## config.mk

```make
export PLATFORM = sky130hd
export DESIGN_NAME = bus_hold_req
export DESIGN_NICKNAME = d
export VERILOG_FILES = /design/src/rtl/bhr_pkg.sv /design/src/rtl/bhr_select.sv /design/src/rtl/bhr_fsm.sv /design/src/rtl/bhr_launch.sv /design/src/rtl/bhr_plog.sv /design/src/rtl/bus_hold_req.sv
export SDC_FILE = /design/constraint.sdc
export NUM_CORES = 1
export LEC_CHECK = 0
export BUFFER_PORTS_ARGS = -buffer_cell sky130_fd_sc_hd__buf_2
export CORE_UTILIZATION = 44
export DETAILED_ROUTE_END_ITERATION = 6
export PLACE_DENSITY = 0.81
export SETUP_SLACK_MARGIN = 0.15
export SLEW_MARGIN = 40
export SYNTH_ARGS = -nofsm -noshare
export SYNTH_HDL_FRONTEND = slang
export SYNTH_SLANG_ARGS = --single-unit
```

## constraint.sdc

```tcl
create_clock -name clk -period 1.5 [get_ports clk]
set_input_delay 0.075 -clock clk [delete_from_list [all_inputs] [get_ports clk]]
set_output_delay 0.075 -clock clk [all_outputs]
set_load 0.03 [all_outputs]
```

## src/rtl/bhr_pkg.sv

```systemverilog
package bhr_pkg;

  typedef enum logic [1:0] {
    AREA_DATA = 2'd0,
    AREA_DESC = 2'd1,
    AREA_CAM  = 2'd2
  } area_e;

  typedef enum logic [2:0] {
    ST_IDLE    = 3'd0,
    ST_REQ     = 3'd1,
    ST_OWN     = 3'd2,
    ST_RETRY   = 3'd3,
    ST_PARK    = 3'd4,
    ST_HOLDOFF = 3'd5
  } st_e;

endpackage

```

## src/rtl/bhr_select.sv

```systemverilog
// Picks one pending source and tags it with an area class.
module bhr_select
  import bhr_pkg::*;
(
  input  logic  thresh_hit,
  input  logic  desc_req,
  input  logic  desc_is_cam,
  output logic  any_req,
  output area_e req_area
);
  always_comb begin
    any_req = thresh_hit | desc_req;
    if (desc_req) begin
      req_area = desc_is_cam ? AREA_CAM : AREA_DESC;
    end else begin
      req_area = AREA_DATA;
    end
  end
endmodule

```

## src/rtl/bhr_fsm.sv

```systemverilog
// Handshake sequencer: request, own, holding cycle, and the
// area-dependent reaction to a lost grant.
module bhr_fsm
  import bhr_pkg::*;
#(
  parameter int unsigned HOLDOFF_CYC = 1,
  parameter int unsigned RETRY_GAP   = 1
) (
  input  logic  clk,
  input  logic  rst,
  input  logic  hlda,
  input  logic  any_req,
  input  area_e req_area,
  input  logic  thresh_hit,
  input  logic  xfer_done,
  output logic  hold_intent,
  output logic  bus_own,
  output logic  active,
  output logic  pre_evt,
  output logic  done_evt,
  output area_e cur_area
);
  localparam int unsigned MAXC  = (HOLDOFF_CYC > RETRY_GAP) ? HOLDOFF_CYC : RETRY_GAP;
  localparam int unsigned CNT_W = (MAXC < 2) ? 1 : $clog2(MAXC);

  st_e              st_q, st_d;
  area_e            area_q, area_d;
  logic [CNT_W-1:0] cnt_q, cnt_d;
  logic             hold_done, gap_done;

  assign hold_done = (32'(cnt_q) + 32'd1) >= HOLDOFF_CYC;
  assign gap_done  = (32'(cnt_q) + 32'd1) >= RETRY_GAP;

  always_comb begin
    st_d   = st_q;
    area_d = area_q;
    cnt_d  = cnt_q;
    unique case (st_q)
      ST_IDLE: begin
        if (any_req && !hlda) begin
          st_d   = ST_REQ;
          area_d = req_area;
        end
      end
      ST_REQ: begin
        if (hlda) st_d = ST_OWN;
      end
      ST_OWN: begin
        if (!hlda) begin
          cnt_d = '0;
          st_d  = (area_q == AREA_CAM) ? ST_PARK : ST_RETRY;
        end else if (xfer_done) begin
          cnt_d = '0;
          st_d  = ST_HOLDOFF;
        end
      end
      ST_PARK: begin
        if (hlda) st_d = ST_OWN;
      end
      ST_RETRY: begin
        if (!gap_done) begin
          cnt_d = cnt_q + CNT_W'(1);
        end else if (area_q == AREA_DATA && !thresh_hit) begin
          st_d = ST_IDLE;
        end else if (!hlda) begin
          st_d = ST_REQ;
        end
      end
      ST_HOLDOFF: begin
        if (!hold_done) cnt_d = cnt_q + CNT_W'(1);
        else            st_d  = ST_IDLE;
      end
      default: st_d = ST_IDLE;
    endcase
  end

  always_ff @(posedge clk) begin
    if (rst) begin
      st_q   <= ST_IDLE;
      area_q <= AREA_DATA;
      cnt_q  <= '0;
    end else begin
      st_q   <= st_d;
      area_q <= area_d;
      cnt_q  <= cnt_d;
    end
  end

  assign hold_intent = (st_q == ST_REQ) || (st_q == ST_OWN) || (st_q == ST_PARK);
  assign bus_own     = (st_q == ST_OWN);
  assign active      = (st_q == ST_REQ) || (st_q == ST_OWN) ||
                       (st_q == ST_RETRY) || (st_q == ST_HOLDOFF);
  assign pre_evt     = (st_q == ST_OWN) && !hlda;
  assign done_evt    = (st_q == ST_OWN) && hlda && xfer_done;
  assign cur_area    = area_q;
endmodule

```

## src/rtl/bhr_launch.sv

```systemverilog
// Launches the hold pin on the falling edge, or half a clock later
// on the rising edge when the late phase is selected.
module bhr_launch (
  input  logic clk,
  input  logic rst,
  input  logic phase_late,
  input  logic intent,
  output logic hold
);
  logic fall_q, rise_q;

  always_ff @(negedge clk) begin
    if (rst) fall_q <= 1'b0;
    else     fall_q <= intent;
  end

  always_ff @(posedge clk) begin
    if (rst) rise_q <= 1'b0;
    else     rise_q <= fall_q;
  end

  assign hold = phase_late ? rise_q : fall_q;
endmodule

```

## src/rtl/bhr_plog.sv

```systemverilog
// Sticky record of an interrupted access and its area class.
module bhr_plog
  import bhr_pkg::*;
(
  input  logic  clk,
  input  logic  rst,
  input  logic  pre_evt,
  input  logic  done_evt,
  input  area_e area,
  output logic  preempted,
  output area_e pre_area
);
  always_ff @(posedge clk) begin
    if (rst) begin
      preempted <= 1'b0;
      pre_area  <= AREA_DATA;
    end else if (pre_evt) begin
      preempted <= 1'b1;
      pre_area  <= area;
    end else if (done_evt && preempted && (pre_area == area)) begin
      preempted <= 1'b0;
    end
  end
endmodule

```

## src/rtl/bus_hold_req.sv

```systemverilog
module bus_hold_req
  import bhr_pkg::*;
#(
  parameter int unsigned HOLDOFF_CYC = 1,
  parameter int unsigned RETRY_GAP   = 1
) (
  input  logic       clk,
  input  logic       rst,
  input  logic       phase_late,
  input  logic       thresh_hit,
  input  logic       desc_req,
  input  logic       desc_is_cam,
  input  logic       xfer_done,
  input  logic       hlda,
  output logic       hold,
  output logic       bus_own,
  output logic [1:0] own_area,
  output logic       active,
  output logic       preempted,
  output logic [1:0] preempt_area
);
  logic  any_req, hold_intent, pre_evt, done_evt;
  area_e req_area, cur_area, pre_area;

  bhr_select u_sel (
    .thresh_hit (thresh_hit),
    .desc_req   (desc_req),
    .desc_is_cam(desc_is_cam),
    .any_req    (any_req),
    .req_area   (req_area)
  );

  bhr_fsm #(
    .HOLDOFF_CYC(HOLDOFF_CYC),
    .RETRY_GAP  (RETRY_GAP)
  ) u_fsm (
    .clk        (clk),
    .rst        (rst),
    .hlda       (hlda),
    .any_req    (any_req),
    .req_area   (req_area),
    .thresh_hit (thresh_hit),
    .xfer_done  (xfer_done),
    .hold_intent(hold_intent),
    .bus_own    (bus_own),
    .active     (active),
    .pre_evt    (pre_evt),
    .done_evt   (done_evt),
    .cur_area   (cur_area)
  );

  bhr_launch u_launch (
    .clk       (clk),
    .rst       (rst),
    .phase_late(phase_late),
    .intent    (hold_intent),
    .hold      (hold)
  );

  bhr_plog u_plog (
    .clk      (clk),
    .rst      (rst),
    .pre_evt  (pre_evt),
    .done_evt (done_evt),
    .area     (cur_area),
    .preempted(preempted),
    .pre_area (pre_area)
  );

  assign own_area     = cur_area;
  assign preempt_area = pre_area;
endmodule

```

# Yosys cells after proc, flatten, opt, wreduce, memory -nomap -nowiden

Index checks and enable logic that the tools add are counted.

Register bits: 11
Input bits: 8
Output and inout bits: 8
Logic and storage cells: 66

Add/sub/neg operators: 2
Magnitude comparators: 1
Equal/unequal tests: 14
Multiplexer cells: 19
Bitwise operators: 1
Reductions and logical operators: 22

Operators by type and width:

| cell                | number |
|---|---|
| $mux 3              | 9 |
| $pmux 3 s5          | 1 |
| $ne 2x1->1 const B  | 4 |
| $logic_and 1x1->1   | 7 |
| $eq 3x2->1 const B  | 2 |
| $eq 3x3->1 const B  | 2 |
| $mux 1              | 6 |
| $reduce_and 6->1    | 1 |
| $logic_or 1x1->1    | 4 |
| $mux 2              | 2 |
| $reduce_bool 2->1   | 2 |
| $reduce_or 2->1     | 2 |
| $eq 3x1->1 const B  | 1 |
| $logic_not 3->1     | 1 |
| $ne 3x2->1 const B  | 1 |
| $ne 3x3->1 const B  | 1 |
| $reduce_and 3->1    | 1 |
| $add 1x1->2 const B | 1 |
| $eq 2x2->1          | 1 |
| $eq 2x2->1 const B  | 1 |
| $ge 2x1->1 const B  | 1 |
| $logic_not 1->1     | 2 |
| $logic_not 2->1     | 1 |
| $ne 2x2->1 const B  | 1 |
| other kinds (4)     | 4 |

# Longest topological paths before layout

Depth in word-level cells: 7
Depth in mapped cells: 5
Depth with buffers taken out: 4

# Cells and area by module

From an unflattened synthesis, not the netlist that was laid out.

Cells, all modules: 68
Area total of the unflattened synthesis: 580.6 µm²

Modules (own cells, without submodules):

| module     | instances | cells an instance | area an instance (µm²) | seq. area each (µm²) |
|---|---|---|---|---|
| bhr_fsm    | 1         | 47                | 366.6                  | 100.1 |
| bhr_plog   | 1         | 12                | 123.9                  | 60.1 |
| bhr_launch | 1         | 6                 | 71.3                   | 40.0 |
| bhr_select | 1         | 3                 | 18.8                   | 0.0 |

==> impl_metrics.csv <==
group,metric,value,unit
worst_setup_path,crit_chain,"mux2_4, buf_6",
power_and_ir_drop,power_leakage,0.3495,nW
hold_path,hold_class,"in -> reg",
yosys,seq_area_frac_synth,33.76,%
power_and_ir_drop,clockPowerShare,14.3,%
cts,clockBufferDepth,2,
worst_setup_path,r2r_cells,4,
cts,cts_tree,"built",
detailed_routing,drt_iter0_markers,9,
placement,dp_hpwl,947,µm
timing,worstMarginPinSlew,0.3869,ns
detailed_routing,vias,575,
yosys,yosys.area.top_type,"dfxtp_1",
yosys,synth-simple-area-share,28.90,%
layout,diodes,0,
yosys,synth_mux_area_share,8.650,%
timing,setup_viol,5,
cts,postCtsHoldBufs,0,
worst_setup_path,reg2reg_from,"u_fsm.st_q[1]",
detailed_routing,routed_wl,1.371,mm
power_and_ir_drop,intPower,0.8568,mW
yosys,syn-mean-instance-area,8.722,µm²
worst_setup_path,critPathLaunchType,"flop",
worst_setup_path,path_buf_inv,1,
cts,clock-sinks,10,
timing,finalHoldViolations,0,
yosys,yosysWarnings,0,
yosys,syn_nets,76,
yosys,synth-seq-cells,10,
floorplan,initial_core_util,50.64,%
flow_run,cap_violations,0,
hold_path,hold_path_depth,4,
timing,finClkSkew,0.05809,ns
yosys,syn_area,593.1,µm²
status,violations,"setup timing",
worst_setup_path,cp_slowest_stage_delay,0.31,ns
floorplan,die_h,38.72,µm
worst_setup_path,cp_top_family,"flip-flops",
yosys,netlist_instances,68,
placement,routabilityCongestion,0.8457,
cts,cts.clk_slew.worst_paths,0.06,ns
power_and_ir_drop,power_density,1659,nW/µm²
power_and_ir_drop,p_comb_share,59.4,%
power_and_ir_drop,seq_power_share,26.3,%
worst_setup_path,rr_endpoint,"u_launch.fall_q",
cts,cts_buffers,3,
worst_setup_path,cp-end-kind,"output pin",
power_and_ir_drop,total_power,1.397,mW
hold_path,min_from,"desc_is_cam",
cts,cts-root-buf,"clkbuf_4",
worst_setup_path,arrival,1.78,ns
global_routing,grt_pass1_vias,507,
yosys,synthXorXnorAreaFrac,2.954,%
status,status,"finished with violations",
power_and_ir_drop,p_sw_share,38.67,%
floorplan,die_width,38.72,µm
detailed_routing,drcViolationCount,0,
power_and_ir_drop,p_switching,0.5403,mW
global_routing,grt_start_max_net_pins,12,
yosys,synth_top_area_share,33.76,%
layout,layout-drive-gt1-share,45.65,%
floorplan,row_count,12,
worst_setup_path,slowest_stage,"dfxtp_2",
yosys,synthTopCellsByArea,"dfxtp_1 (34%), mux2i_1 (6.8%), nor2_1 (6.3%)",
detailed_routing,drtAntennaViolNets,0,
layout,syn_to_final_growth,41.98,%
global_routing,overflow,0,
placement,preCtsSetupSlack,-0.2993,ns
floorplan,core,1171,µm²
worst_setup_path,path_max_fanout,2,
placement,io_buffers,15,
yosys,synth_compound_area_share,20.04,%
layout,layout.nets,101,
global_routing,grt_antenna_before_repair,0,
timing,finalMaxSlewViolations,0,
yosys,synth_top_family_by_area,"simple AND/OR/NAND/NOR gates",
timing,relSlewSlack,74.16,%
placement,dp_cells,100,
timing,rsz0062_at_grt,"true",
worst_setup_path,critPathRequiredTime,1.42,ns
cts,clock_latency,0.32,ns
detailed_routing,firstDrtPassIters,4,
worst_setup_path,reg2reg_setup_slack,-0.25,ns
yosys,post_synth_fa_ha_maj_area_fraction,0,%
detailed_routing,routedWlPerCell,12.93,µm
global_routing,grt_pass1_wl,2.187,mm
worst_setup_path,path_class,"reg -> out",
cts,htree_levels,1,
layout,fin_cells,106,
global_routing,track_usage,22.26,%
timing,fin_ws,-0.3573,ns
power_and_ir_drop,irDropWorstVdd,0.0008363,V
floorplan,num_io_pins,16,
yosys,yosysUniqueCellTypes,33,
floorplan,design.die.area,1499,µm²
hold_path,hold_end,"u_fsm.cur_area[0]",
detailed_routing,via_per_inst,5.425,
## power by group through the flow
stage               logic, mW  clock network (mW)  registers (mW)
floorplan               0.492             0.00834           0.375
detailed placement      0.679             0.00834           0.362
global route            0.899               0.221           0.374
CTS                     0.752               0.204           0.359
global placement        0.667             0.00834           0.358
finish                  0.830               0.199           0.368
## worst max path at each step
stage,endpoint,slack (ns),startpoint,cells past startpoint
after floorplan,u_launch.fall_q,-0.28,u_fsm.st_q[1],4
after global placement,u_launch.fall_q,-0.26,u_fsm.st_q[1],4
after detailed placement,u_launch.fall_q,-0.30,u_fsm.st_q[1],4
after CTS,hold,-0.36,u_launch.fall_q,2
after global routing,hold,-0.39,u_launch.fall_q,2
final,hold,-0.36,u_launch.fall_q,2
## worst register-to-register path: cells and delay by family, from the launching register on
family,cells,cell delay (ns)
simple gates,3,0.48
flops,1,0.35
compound gates,1,0.16
## cell type report
cell class	count	area, µm²
Clock buffer	4	26.28
Clock inverter	1	3.754
Fill cell	86	329.1
Multi-Input combinational cell	52	402.9
Sequential cell	10	206.4
Tap cell	14	17.52
Timing Repair Buffer	25	185.2
## placed cells by master, fill, tap and decap left out, types with 2 or more instances in the layout
cell	netlist	final
xnor2_1	2	2
nand3b_1	2	2
nor2_1	10	10
mux2i_1	4	4
dfxtp_1	10	5
clkbuf_4	0	3
buf_2	0	13
buf_4	1	4
a31oi_1	2	2
o21bai_1	2	2
a21oi_1	4	3
nor2b_1	3	3
dfxtp_2	0	5
buf_6	1	8
## synth_stat cells
cell type / n
a211oi_2: 1
a21bo_1: 1
a21oi_1: 4
a22oi_1: 1
a311oi_1: 1
a31oi_1: 2
and2_1: 2
and3_4: 1
buf_4: 1
buf_6: 1
clkbuf_1: 3
dfxtp_1: 10
inv_1: 1
mux2_2: 1
mux2i_1: 4
nand2_1: 1
nand2b_1: 1
nand3b_1: 2
nand4_1: 1
nor2_1: 10
nor2b_1: 3
nor3_1: 2
nor3b_1: 2
nor4_1: 1
nor4bb_1: 1
o2111ai_1: 1
o21a_1: 1
o21ai_0: 1
o21bai_1: 2
o32a_2: 1
or2b_1: 1
or3b_4: 1
xnor2_1: 2
## through the flow
| stage | TNS (ns) | hold WS (ns) | instance area [µm²] | utilization, % |
|---|---|---|---|---|
| floorplan | -0.3087 | 0.2780 | 608.1 | - |
| global placement | -0.3999 | 0.4112 | 726.9 | 62.07 |
| detailed placement | -0.5564 | 0.4244 | 726.9 | 62.07 |
| CTS | -0.7472 | 0.1458 | 797.0 | 68.06 |
| global route | -1.156 | 0.1589 | 842.1 | 71.90 |
| finish | -0.8568 | 0.1450 | 842.1 | 71.90 |
## timing repair
item	in CTS	in global routing
gates resized for setup	8	11
pin swaps	7	6
setup endpoints to repair	8	12
buffers inserted	1	1
## cell families after synthesis
kind of cell	after synthesis
compound gates	16
xor+xnor	2
buf+inv	6
flops	10
mux	5
simple gates	29
## per-layer routing
metal  up-vias  GRT usage, %  share of wire [%]
li1        291             -                  -
met1       265         27.66                 44
met2        19         34.17                 50
met3         0         10.98                5.5
met4         0         5.172                  0
met5         -             0                  0
## flip-flops by register name (all words and copies together) (netlist names)
signal            cells
u_launch.fall_q       1
u_fsm.st_q            3
u_plog.pre_area       2
u_plog.preempted      1
u_launch.rise_q       1
u_fsm.cur_area        2
No activity file was read; power rests on OpenSTA's default activity.
